$ cat src/rtl/usb_linemon_pkg.sv
package usb_linemon_pkg;

   typedef enum logic [1:0] {
      LS_SE0 = 2'b00,
      LS_J   = 2'b01,
      LS_K   = 2'b10,
      LS_SE1 = 2'b11
   } line_t;

   localparam int unsigned EV_EOP = 0;
   localparam int unsigned EV_SD3 = 1;
   localparam int unsigned EV_SD5 = 2;
   localparam int unsigned EV_RST = 3;
   localparam int unsigned EV_RES = 4;
   localparam int unsigned EV_NUM = 5;

   localparam logic ADR_EVT = 1'b0;
   localparam logic ADR_MSK = 1'b1;

endpackage

$ cat src/rtl/usb_linemon_runcnt.sv
module usb_linemon_runcnt #(
   parameter int unsigned MAXV = 16,
   parameter int unsigned W    = $clog2(MAXV + 1)
) (
   input  logic         clk_i,
   input  logic         rst_ni,
   input  logic         hit_i,
   output logic [W-1:0] cnt_o
);

   localparam logic [W-1:0] CAP = W'(MAXV);

   if (MAXV < 2) begin : g_bad_max
      $error("usb_linemon_runcnt: MAXV must be at least 2");
   end

   always_ff @(posedge clk_i or negedge rst_ni) begin
      if (!rst_ni) begin
         cnt_o <= '0;
      end else if (!hit_i) begin
         cnt_o <= '0;
      end else if (cnt_o != CAP) begin
         cnt_o <= cnt_o + 1'b1;
      end
   end

endmodule

$ cat src/rtl/usb_linemon_detect.sv
module usb_linemon_detect
   import usb_linemon_pkg::*;
#(
   parameter int unsigned IDLE3_CYC   = 144000,
   parameter int unsigned IDLE5_CYC   = 240000,
   parameter int unsigned SE0_RST_CYC = 120,
   parameter int unsigned EOP_MIN_CYC = 8
) (
   input  logic              clk_i,
   input  logic              rst_ni,
   input  line_t             line_i,
   input  logic              susp_i,
   output logic [EV_NUM-1:0] set_o
);

   localparam int unsigned ICW = $clog2(IDLE5_CYC + 1);
   localparam int unsigned SCW = $clog2(SE0_RST_CYC + 1);
   localparam logic [ICW-1:0] IDLE3_LAST = ICW'(IDLE3_CYC - 1);
   localparam logic [ICW-1:0] IDLE5_LAST = ICW'(IDLE5_CYC - 1);
   localparam logic [SCW-1:0] RST_LAST   = SCW'(SE0_RST_CYC - 1);
   localparam logic [SCW-1:0] RST_LEN    = SCW'(SE0_RST_CYC);
   localparam logic [SCW-1:0] EOP_LEN    = SCW'(EOP_MIN_CYC);

   logic           idle_hit;
   logic           se0_hit;
   logic [ICW-1:0] idle_cnt;
   logic [SCW-1:0] se0_cnt;
   logic           prev_idle_q;

   assign idle_hit = (line_i == LS_J);
   assign se0_hit  = (line_i == LS_SE0);

   usb_linemon_runcnt #(
      .MAXV (IDLE5_CYC),
      .W    (ICW)
   ) u_idle_cnt (
      .clk_i  (clk_i),
      .rst_ni (rst_ni),
      .hit_i  (idle_hit),
      .cnt_o  (idle_cnt)
   );

   usb_linemon_runcnt #(
      .MAXV (SE0_RST_CYC),
      .W    (SCW)
   ) u_se0_cnt (
      .clk_i  (clk_i),
      .rst_ni (rst_ni),
      .hit_i  (se0_hit),
      .cnt_o  (se0_cnt)
   );

   always_ff @(posedge clk_i or negedge rst_ni) begin
      if (!rst_ni) begin
         prev_idle_q <= 1'b0;
      end else begin
         prev_idle_q <= idle_hit;
      end
   end

   always_comb begin
      set_o         = '0;
      set_o[EV_SD3] = idle_hit && (idle_cnt == IDLE3_LAST);
      set_o[EV_SD5] = idle_hit && (idle_cnt == IDLE5_LAST);
      set_o[EV_RST] = se0_hit && (se0_cnt == RST_LAST);
      set_o[EV_EOP] = idle_hit && (se0_cnt >= EOP_LEN) && (se0_cnt < RST_LEN);
      set_o[EV_RES] = susp_i && !idle_hit && prev_idle_q;
   end

endmodule

$ cat src/rtl/usb_linemon_regs.sv
module usb_linemon_regs
   import usb_linemon_pkg::*;
#(
   parameter int unsigned DW = 8
) (
   input  logic              clk_i,
   input  logic              rst_ni,
   input  logic [EV_NUM-1:0] set_i,
   input  logic              rd_en_i,
   input  logic              wr_en_i,
   input  logic              addr_i,
   input  logic [DW-1:0]     wr_data_i,
   output logic [DW-1:0]     rd_data_o,
   output logic [EV_NUM-1:0] evt_o,
   output logic [EV_NUM-1:0] msk_o,
   output logic              alt_o
);

   logic clr_rd;
   logic msk_we;
   logic unused_wr_hi;

   assign clr_rd       = rd_en_i && (addr_i == ADR_EVT);
   assign msk_we       = wr_en_i && (addr_i == ADR_MSK);
   assign unused_wr_hi = ^wr_data_i;

   for (genvar b = 0; b < EV_NUM; b++) begin : g_flag
      always_ff @(posedge clk_i or negedge rst_ni) begin
         if (!rst_ni) begin
            evt_o[b] <= 1'b0;
         end else if (set_i[b]) begin
            evt_o[b] <= 1'b1;
         end else if (clr_rd) begin
            evt_o[b] <= 1'b0;
         end
      end
   end

   always_ff @(posedge clk_i or negedge rst_ni) begin
      if (!rst_ni) begin
         msk_o <= '0;
      end else if (msk_we) begin
         msk_o <= wr_data_i[EV_NUM-1:0];
      end
   end

   always_comb begin
      rd_data_o             = '0;
      rd_data_o[EV_NUM-1:0] = (addr_i == ADR_MSK) ? msk_o : evt_o;
   end

   assign alt_o = |(evt_o & msk_o);

endmodule

$ cat src/rtl/usb_linemon.sv
module usb_linemon
   import usb_linemon_pkg::*;
#(
   parameter int unsigned DW          = 8,
   parameter int unsigned IDLE3_CYC   = 144000,
   parameter int unsigned IDLE5_CYC   = 240000,
   parameter int unsigned SE0_RST_CYC = 120,
   parameter int unsigned EOP_MIN_CYC = 8,
   parameter int unsigned SYNC_STAGES = 0
) (
   input  logic          clk_i,
   input  logic          rst_ni,
   input  logic [1:0]    line_i,
   input  logic          susp_i,
   input  logic          rd_en_i,
   input  logic          wr_en_i,
   input  logic          addr_i,
   input  logic [DW-1:0] wr_data_i,
   output logic [DW-1:0] rd_data_o,
   output logic          alt_o
);

   if (DW <= EV_NUM) begin : g_bad_dw
      $error("usb_linemon: DW must exceed the event count");
   end
   if (IDLE3_CYC >= IDLE5_CYC) begin : g_bad_idle
      $error("usb_linemon: IDLE3_CYC must be below IDLE5_CYC");
   end
   if (EOP_MIN_CYC < 1 || EOP_MIN_CYC >= SE0_RST_CYC) begin : g_bad_eop
      $error("usb_linemon: EOP_MIN_CYC must lie in 1..SE0_RST_CYC-1");
   end
   if (SYNC_STAGES > 3) begin : g_bad_sync
      $error("usb_linemon: SYNC_STAGES limited to 3");
   end

   logic [2:0]        raw_in;
   logic [2:0]        syn_in;
   line_t             line_s;
   logic              susp_s;
   logic [EV_NUM-1:0] ev_set;
   logic [EV_NUM-1:0] evt_q;
   logic [EV_NUM-1:0] msk_q;

   assign raw_in = {susp_i, line_i};

   if (SYNC_STAGES == 0) begin : g_nosync
      assign syn_in = raw_in;
   end else begin : g_sync
      logic [2:0] pipe_q [SYNC_STAGES];
      always_ff @(posedge clk_i or negedge rst_ni) begin
         if (!rst_ni) begin
            for (int i = 0; i < int'(SYNC_STAGES); i++) pipe_q[i] <= {1'b0, LS_K};
         end else begin
            pipe_q[0] <= raw_in;
            for (int i = 1; i < int'(SYNC_STAGES); i++) pipe_q[i] <= pipe_q[i-1];
         end
      end
      assign syn_in = pipe_q[SYNC_STAGES-1];
   end

   assign line_s = line_t'(syn_in[1:0]);
   assign susp_s = syn_in[2];

   usb_linemon_detect #(
      .IDLE3_CYC   (IDLE3_CYC),
      .IDLE5_CYC   (IDLE5_CYC),
      .SE0_RST_CYC (SE0_RST_CYC),
      .EOP_MIN_CYC (EOP_MIN_CYC)
   ) u_detect (
      .clk_i  (clk_i),
      .rst_ni (rst_ni),
      .line_i (line_s),
      .susp_i (susp_s),
      .set_o  (ev_set)
   );

   usb_linemon_regs #(
      .DW (DW)
   ) u_regs (
      .clk_i     (clk_i),
      .rst_ni    (rst_ni),
      .set_i     (ev_set),
      .rd_en_i   (rd_en_i),
      .wr_en_i   (wr_en_i),
      .addr_i    (addr_i),
      .wr_data_i (wr_data_i),
      .rd_data_o (rd_data_o),
      .evt_o     (evt_q),
      .msk_o     (msk_q),
      .alt_o     (alt_o)
   );

endmodule

$ cat config.mk
export PLATFORM = sky130hd
export DESIGN_NAME = usb_linemon
export DESIGN_NICKNAME = d
export VERILOG_FILES = /design/src/rtl/usb_linemon_pkg.sv /design/src/rtl/usb_linemon_runcnt.sv /design/src/rtl/usb_linemon_detect.sv /design/src/rtl/usb_linemon_regs.sv /design/src/rtl/usb_linemon.sv
export SDC_FILE = /design/constraint.sdc
export NUM_CORES = 1
export LEC_CHECK = 0
export BUFFER_PORTS_ARGS = -buffer_cell sky130_fd_sc_hd__buf_4
export CAP_MARGIN = 10
export CORE_ASPECT_RATIO = 1.2
export CORE_MARGIN = 1.5
export CORE_UTILIZATION = 44
export CTS_BUF_LIST = sky130_fd_sc_hd__clkbuf_8
export DETAILED_ROUTE_END_ITERATION = 10
export PLACE_DENSITY = 0.71
export SETUP_SLACK_MARGIN = 0.1
export SYNTH_ARGS = -nofsm -noshare
export SYNTH_HDL_FRONTEND = slang
export SYNTH_SLANG_ARGS = --single-unit
$ cat constraint.sdc
create_clock -name clk_i -period 1.5 [get_ports clk_i]
set_input_delay 0.075 -clock clk_i [delete_from_list [all_inputs] [get_ports clk_i]]
set_output_delay 0.075 -clock clk_i [all_outputs]
set_load 0.005 [all_outputs]
==> run metrics <==
DP Cell Count=276; Syn-to-layout area delta=35.5%; Period Utilization, post-route=98.2%; Final Slew Violations=0; gr ovfl total=0; H-tree Lvls=2; peak supply drop=0.580 mV; starting density of the core=45.9%; min-delay worst type=input port to flop; Critical Path Sink Type=flop; count of input and output buffers=18; Arr. time, crit path=1.65 ns; CTS tree=built; clk buf depth=2; gpl congestion=0.776; CP Max Fanout=5; DIE AREA=4890 µm²; overall power=2.07 mW; final hold vios=0; Ports=25; Post-Syn Area=1970 µm²; layout cells sized above 1=44.7%; diodes inserted=0; Gate Count Post-Synth=189; commonest non-fill, non-tap cell in the layout=buf_4; routed wire length=4330 µm; commonest non-fill, non-tap cells in the layout=buf_4, dfrtp_1, nor2_1; CP bufs+invs=3; initial antenna violation count=0; final setup vio count=0; status=complete, no violations; violation count after the first detailed-routing iteration=54; DRC viols=0; min Tclk post-route=1.47 ns; fin cells=293; Largest delay share family, worst path=flip-flops; ys flop type=dfrtp_1; final setup skew=0.00910 ns; clock tree root driver cell=clkbuf_8; vias post-DR=1572; Syn Area/Cell=10.4 µm²; core area=4290 µm²; Post-synth ARST share=100%; Pwr per Cell Area=775 nW/µm²; Max Fclk=679 MHz; Seq/Total Area, Yosys=45.7%; Die Ht=76.3 µm; Clk Latency, worst-skew pair=0.30 ns; cts bufs inserted=5; Max Cap Viol=0; first-pass GRT wire length=7200 µm; Fin Hold WS=0.00492 ns; Die X=64.1 µm; CTS Sinks=36; Routed Antenna Nets=0; # rows=26; CP startpoint kind=flop; crit-path cells=buf_4 -> buf_6 -> nand4_4 -> buf_6 -> nor4_4 -> xnor2_1 -> nor2_1; per-cell routed wire length=14.8 µm; fillers=359; Max stage delay on crit path=0.40 ns; RSZ-0062 raised after global routing=true; P_leak=1.19 nW; number of synthesized register bits=36; vias in the first global route=1597; CP max-delay cell=dfrtp_2; Post-synth EDFFs=0; GRT Overall Usage=18.8%; Vias/cell=5.37; hpwl dp=2790 µm; DR pass1 iterations=4; Final #Nets=256; critical path class=flop to flop; CP most frequent cell=buf_6; Distinct cells, synth=50; Critical Path RT=1.67 ns; clk slew on worst S/H paths=0.08 ns; YS warnings=0; largest net degree at the start of global routing=37
-- registers in the layout (all words and copies together), names as in the netlist --
register                   count
u_detect.prev_idle_q           1
u_detect.u_idle_cnt.cnt_o     18
u_detect.u_se0_cnt.cnt_o       7
u_regs.evt_o                   5
u_regs.msk_o                   5
-- cells by family after synthesis --
group	share of synthesized area [%]
AO/OA/AOI/OAI	8.90
flip-flops	45.7
multiplexers	7.24
XOR/XNOR	6.23
AND/OR/NAND/NOR	24.1
other	0.190
adder cells (fa/ha/maj)	2.54
buffers and inverters	5.08
-- area by class of cell --
| type | instances | area, µm² | area share (%) |
|---|---|---|---|
| sequential | 36 | 912 | 34.2 |
| multi-input combinational | 139 | 1160 | 43.6 |
| timing repair buffer | 48 | 389 | 14.6 |
| clock buffer | 5 | 68.8 | 2.58 |
| clock inverter | 3 | 42.5 | 1.59 |
| inverter | 6 | 22.5 | 0.844 |
| tap | 56 | 70.1 | 2.63 |
-- per-stage QoR --
step	setup slack [ns]	util [%]	TNS, ns	cell area (µm²)
after floorplan	0.0644	-	0	1980
after global placement	-0.0444	52.8	-0.110	2270
after detailed placement	-0.0671	52.8	-0.185	2270
after CTS	-0.00615	57.3	-0.00616	2460
after global routing	-0.118	62.1	-0.351	2670
final	0.0270	62.1	0	2670
-- timing repair --
action / in CTS / in global routing
endpoints found under the setup margin: 14 / 18
hold buffers: 1 / 0
endpoints found under the hold margin: 36 / 0
pin swaps: 4 / 18
setup buffers: 0 / 8
resized for setup: 15 / 33
-- where the power goes --
part | internal [mW] | switching [mW] | leakage [nW] | total (mW)
Clock | 0.491 | 0.355 | 0.0541 | 0.846
Combinational | 0.112 | 0.0866 | 0.660 | 0.199
Sequential | 1.00 | 0.0225 | 0.473 | 1.02
Total | 1.60 | 0.464 | 1.19 | 2.07
-- metal layers --
layer / wire, µm / global-route usage, % / vias to the layer above
met5: 0 / 0 / -
met4: 95 / 7.83 / 0
met3: 155 / 4.43 / 10
met2: 2220 / 31.6 / 30
met1: 1860 / 23.0 / 773
li1: - / - / 759
-- synthesized netlist by cell type, drive strengths merged (2+ instances only) --
library cell	number	area, µm²
dfrtp	36	901
nor2	21	78.8
nand2	18	67.6
nand3	11	65.1
mux2	10	113
xnor2	9	78.8
inv	6	22.5
nand4	6	50.0
buf	5	38.8
clkbuf	5	38.8
nor3	5	30.0
xor2	5	43.8
a21oi	4	20.0
ha	4	50.1
o21ai	4	27.5
mux2i	3	30.0
nand2b	3	18.8
nand3b	3	22.5
nor4	3	40.0
o41ai	3	33.8
or3	3	23.8
a31oi	2	12.5
a32o	2	20.0
a41o	2	20.0
nor4b	2	17.5
or2	2	12.5
-- path summary, 6_finish.rpt --
path,start,endpoint,slack (ns),cells after the start
setup reg to reg,u_detect.u_idle_cnt.cnt_o[1],u_detect.u_idle_cnt.cnt_o[11],0.03,7
hold reg to reg,u_detect.prev_idle_q,u_regs.evt_o[4],0.50,1
max in group asynchronous,rst_ni,u_detect.u_idle_cnt.cnt_o[8],0.88,2
min in group asynchronous,rst_ni,u_detect.u_se0_cnt.cnt_o[0],0.27,2
hold / removal,wr_data_i[0],u_regs.msk_o[0],0.005,2
setup / recovery,u_detect.u_idle_cnt.cnt_o[1],u_detect.u_idle_cnt.cnt_o[11],0.03,7
Power figures use the tool's default switching activity.
